### src/rtl/wdt_pkg.sv
package wdt_pkg;

  // Sources that hold the watchdog timer cleared.
  typedef struct packed {
    logic kick;        // synchronised edge on the kick line
    logic floating;    // synchronised floating indication
    logic sys_reset;   // supervisory reset asserted
    logic low_supply;  // supply below threshold
  } wdt_clear_t;

  function automatic logic wdt_any_clear(input wdt_clear_t c);
    return c.kick | c.floating | c.sys_reset | c.low_supply;
  endfunction

endpackage

### src/rtl/wdt_sync.sv
module wdt_sync #(
  parameter int unsigned WIDTH  = 1,
  parameter int unsigned STAGES = 2
) (
  input  logic             clk,
  input  logic             rst_n,
  input  logic [WIDTH-1:0] async_in,
  output logic [WIDTH-1:0] sync_out
);

  logic [WIDTH-1:0] stage_q [STAGES];

  genvar g;
  generate
    for (g = 0; g < STAGES; g++) begin : g_stage
      logic [WIDTH-1:0] stage_d;
      if (g == 0) begin : g_first
        assign stage_d = async_in;
      end else begin : g_next
        assign stage_d = stage_q[g-1];
      end
      always_ff @(posedge clk or negedge rst_n) begin
        if (!rst_n) stage_q[g] <= '0;
        else        stage_q[g] <= stage_d;
      end
    end
  endgenerate

  assign sync_out = stage_q[STAGES-1];

endmodule

### src/rtl/wdt_edge_det.sv
module wdt_edge_det (
  input  logic clk,
  input  logic rst_n,
  input  logic level_in,
  output logic edge_out
);

  logic prev_q;
  logic prev_d;

  always_comb begin
    prev_d = level_in;
  end

  always_ff @(posedge clk or negedge rst_n) begin
    if (!rst_n) prev_q <= 1'b0;
    else        prev_q <= prev_d;
  end

  assign edge_out = level_in ^ prev_q;

endmodule

### src/rtl/wdt_timer.sv
module wdt_timer #(
  parameter int unsigned TIMEOUT_CYCLES = 1600
) (
  input  logic clk,
  input  logic rst_n,
  input  logic clear,
  output logic expired
);

  localparam int unsigned CNT_W = (TIMEOUT_CYCLES < 2) ? 1 : $clog2(TIMEOUT_CYCLES);
  localparam logic [CNT_W-1:0] LAST = CNT_W'(TIMEOUT_CYCLES - 1);

  logic [CNT_W-1:0] cnt_q, cnt_d;
  logic             exp_q, exp_d;
  logic             cnt_en;

  assign cnt_en = !exp_q;

  always_comb begin
    cnt_d = cnt_q;
    exp_d = exp_q;
    if (clear) begin
      cnt_d = '0;
      exp_d = 1'b0;
    end else if (cnt_en) begin
      if (cnt_q == LAST) exp_d = 1'b1;
      else               cnt_d = cnt_q + 1'b1;
    end
  end

  always_ff @(posedge clk or negedge rst_n) begin
    if (!rst_n) begin
      cnt_q <= '0;
      exp_q <= 1'b0;
    end else begin
      cnt_q <= cnt_d;
      exp_q <= exp_d;
    end
  end

  assign expired = exp_q;

endmodule

### src/rtl/wdt_edge_watchdog.sv
module wdt_edge_watchdog #(
  parameter int unsigned CLK_FREQ_HZ    = 1_000_000,
  parameter int unsigned TIMEOUT_MS     = 1600,
  parameter int unsigned TIMEOUT_CYCLES = (CLK_FREQ_HZ / 1000) * TIMEOUT_MS,
  parameter int unsigned SYNC_STAGES    = 2
) (
  input  logic clk,
  input  logic rst_n,
  input  logic wdi,
  input  logic wdi_float,
  input  logic supply_ok,
  input  logic rst_asserted,
  output logic wdo_n
);

  import wdt_pkg::*;

  logic [1:0] raw_in, sync_in;
  logic       kick_lvl;
  logic       float_s;
  logic       edge_evt;
  logic       clear_evt;
  logic       timed_out;
  wdt_clear_t clr;

  assign raw_in = {wdi_float, wdi};

  wdt_sync #(.WIDTH(2), .STAGES(SYNC_STAGES)) u_sync (
    .clk      (clk),
    .rst_n    (rst_n),
    .async_in (raw_in),
    .sync_out (sync_in)
  );

  assign kick_lvl = sync_in[0];
  assign float_s  = sync_in[1];

  wdt_edge_det u_edge (
    .clk      (clk),
    .rst_n    (rst_n),
    .level_in (kick_lvl),
    .edge_out (edge_evt)
  );

  always_comb begin
    clr.kick       = edge_evt;
    clr.floating   = float_s;
    clr.sys_reset  = rst_asserted;
    clr.low_supply = !supply_ok;
    clear_evt      = wdt_any_clear(clr);
  end

  wdt_timer #(.TIMEOUT_CYCLES(TIMEOUT_CYCLES)) u_timer (
    .clk     (clk),
    .rst_n   (rst_n),
    .clear   (clear_evt),
    .expired (timed_out)
  );

  assign wdo_n = supply_ok & !timed_out;

endmodule

### config.mk
export PLATFORM = sky130hd
export DESIGN_NAME = wdt_edge_watchdog
export DESIGN_NICKNAME = d
export VERILOG_FILES = /design/src/rtl/wdt_pkg.sv /design/src/rtl/wdt_sync.sv /design/src/rtl/wdt_edge_det.sv /design/src/rtl/wdt_timer.sv /design/src/rtl/wdt_edge_watchdog.sv
export SDC_FILE = /design/constraint.sdc
export NUM_CORES = 1
export LEC_CHECK = 0
export BUFFER_PORTS_ARGS = -buffer_cell sky130_fd_sc_hd__buf_2
export CAP_MARGIN = 20
export CORE_MARGIN = 3
export CORE_UTILIZATION = 40
export DETAILED_ROUTE_END_ITERATION = 10
export PLACE_DENSITY_LB_ADDON = 0.2
export SETUP_SLACK_MARGIN = 0.4
export SYNTH_ARGS = -nofsm -noshare
export SYNTH_HDL_FRONTEND = slang
export SYNTH_SLANG_ARGS = --single-unit
### constraint.sdc
create_clock -name clk -period 4.2 [get_ports clk]
set_clock_uncertainty 0.05 [all_clocks]
set_input_delay 0.42 -clock clk [delete_from_list [all_inputs] [get_ports clk]]
set_output_delay 0.42 -clock clk [all_outputs]
set_load 0.02 [all_outputs]
==> flow_metrics.tcl <==
set metrics [dict create \
    clockBufferDepth 2 \
    drcViolationCount 0 \
    grt_pass1_wl_mm 4.47 \
    fillers 332 \
    worst_path_largest_cell_delay_ps 490 \
    io_buffers 6 \
    rr_worst_depth 5 \
    synth_edf_count 0 \
    async_flop_share 1.00 \
    synth_seq_area_share 0.496 \
    cts_hold_buffers 0 \
    rsz0062_at_grt "false" \
    cts.sinks 27 \
    fmax_mhz 502 \
    synth_area_per_cell_sq_um 10.9 \
    synthCells 125 \
    start_util 0.432 \
    critPathTopFamily "simple AND/OR/NAND/NOR gates" \
    rr_endpoint "u_timer.cnt_q[0]$_DFFE_PN0P_" \
    crit_type "reg2reg" \
    clockRootBuffer "clkbuf_4" \
    grt_start_max_net_pins 28 \
    cp_data_arrival_time_ps 2150 \
    met1_usage 0.189 \
    top_usage_layer "met2" \
    gp_congestion 0.764 \
    viasPerCell 5.10 \
    critPathCaptureType "register" \
    status "complete, no violations" \
    ctsResizeCount 0 \
    finalHoldViolCount 0 \
    drv_cap 0 \
    post-route-period-util 0.474 \
    drt_wl_total_mm 2.47 \
    ys_warn_count 0 \
    syn_area_sq_um 1360 \
    dr_total_vias 903 \
    finalSetupViolCount 0 \
    multi_input_area_sq_um 663 \
    clk_pin_slew_worst_paths_ps 150 \
    grt_pass1_vias 947 \
    antenna_found_initial 0 \
    io_pins 7 \
    first_iter_violations 75 \
    seqCellArea_sq_um 676 \
    diodes 0 \
    wl_per_cell_um 14.0 \
    min_path_type "in2async" \
    period_minus_slack_ps 1990 \
    irDropWorstVdd_mv 0.129 \
    clkLatencyLatePin_ps 330 \
    power_w 0.000391 \
    cts_buffers 3 \
    p_per_area_nw_per_um2 268 \
    rrSetupSlack_ps 2210 \
    die_area_sq_um 4140 \
    ys.flop_type "dfrtp_1" \
    cp_slowest_cell "and4_1" \
    die_w_um 64.3 \
    stdcell_count 177 \
    grtUsageMet3 0.0422 \
    path_buf_inv 0 \
    worst_pin_slew_ps 733 \
    antenna_left 0 \
    path_cells "nor4b_1 > and4_1 > a21oi_1 > xnor2_1 > nor2_1" \
    power_leakage_nw 0.613 \
    htreeDepth 1 \
    rows 20 \
    gr-total-overflow 0 \
    core_area_sq_um 3150 \
    required_ps 4360 \
    reg2reg_from "u_timer.cnt_q[16]$_DFFE_PN0P_" \
    maxSlewViolCount 0 \
    place_ws_ps 2250 \
    final_nets 141 \
    layout-drive-gt1-share 0.135 \
    first_pass_iters 4 \
    ys_seq_elements 27 \
    met2_usage 0.219 \
    cts_tree "built" \
    start_kind "register" \
    dp_cells 173 \
    slew_headroom 0.510 \
    crit_start "u_timer.cnt_q[16]$_DFFE_PN0P_" \
    dieHeight_um 64.3 \
    area_delta_synth_final_pct 7.35 \
    grt_use_total 0.141 \
    fin_setup_tns_ps 0 \
    setup_ws_ps 2210 \
    final_common_cell "dfrtp_1" \
    cts_setup_buffers 0 \
    synth_cell_types 31 \
    final_cell_mix "27 x dfrtp_1, 23 x nor2_1, 9 x xnor2_1, 9 x nand2_1, 9 x xor2_1" \
    dp_hpwl_mm 1.79 \
    synth_fp_nets 132 \
    crit_path_max_fanout 6 \
]
==> per-stage QoR <==
step / area [sq um] / utilization / hold WS (ps)
after floorplan: 1360 / - / 74.4
after detailed placement: 1430 / 0.454 / 297
final: 1460 / 0.463 / 14.7
after global routing: 1460 / 0.463 / 27.3
after global placement: 1430 / 0.454 / 282
after CTS: 1460 / 0.463 / 25.2
==> worst register-to-register path, delay by kind of cell, from the launching register on <==
family / cells / cell delay, ps
compound gates: 1 / 200
xor+xnor: 1 / 200
flops: 1 / 440
simple gates: 3 / 970
==> routing by layer <==
metal	vias up	wire, um
met3	2	72
met1	433	1230
met5	-	0
met4	0	20
met2	13	1140
li1	455	-
==> power by group <==
| part | switching [W] | leakage (nW) | internal (W) |
|---|---|---|---|
| clock | 0.0000779 | 0.0139 | 0.0000365 |
| combinational | 0.00000932 | 0.234 | 0.00000367 |
| sequential | 0.00000134 | 0.366 | 0.000263 |
| total | 0.0000885 | 0.613 | 0.000303 |
==> worst max-delay path by stage <==
stage | endpoint | slack (ps) | depth (start not counted)
after floorplan | u_timer.cnt_q[5]$_DFFE_PN0P_ | 2520 | 6
after global placement | u_timer.cnt_q[0]$_DFFE_PN0P_ | 2340 | 5
after detailed placement | u_timer.cnt_q[0]$_DFFE_PN0P_ | 2250 | 5
after CTS | u_timer.cnt_q[0]$_DFFE_PN0P_ | 2210 | 5
after global routing | u_timer.cnt_q[0]$_DFFE_PN0P_ | 2020 | 5
final | u_timer.cnt_q[0]$_DFFE_PN0P_ | 2210 | 5
==> area by class of cell <==
cell class                      instances  area share
Sequential cell                        27       0.462
Multi-Input combinational cell         94       0.454
Tap cell                               44      0.0377
Timing Repair Buffer                    6      0.0205
Clock buffer                            3      0.0154
Clock inverter                          1     0.00514
Inverter                                2     0.00514
==> cells in the mapped netlist, drive strengths merged (2+ instances only) <==
library cell	number	area (sq um)
dfrtp	27	676
nor2	23	86.3
nand2	9	33.8
xnor2	9	78.8
xor2	9	78.8
nand3	8	40.0
and4	5	43.8
and3	4	25.0
nand4	3	25.0
o21ai	3	15.0
a2111oi	2	55.1
a21oi	2	10.0
a31oi	2	12.5
inv	2	7.51
nor4	2	33.8
o2111ai	2	17.5
==> registers in the layout, summed over array words and instances (netlist names) <==
name,cells
u_edge.prev_q,1
u_sync.g_stage.stage_d,2
u_sync.sync_out,2
u_timer.cnt_q,21
u_timer.expired,1
==> cell families (layout without fill, tap and decap cells) <==
logic type | count (synthesis) | in the layout | share of synthesized area
buf+inv | 4 | 12 | 0.0165
fa+ha+maj | 1 | 1 | 0.00919
simple gates | 62 | 62 | 0.266
xor+xnor | 18 | 18 | 0.116
flops | 27 | 27 | 0.496
compound gates | 13 | 13 | 0.0965
No activity file was read; power rests on OpenSTA's default activity.
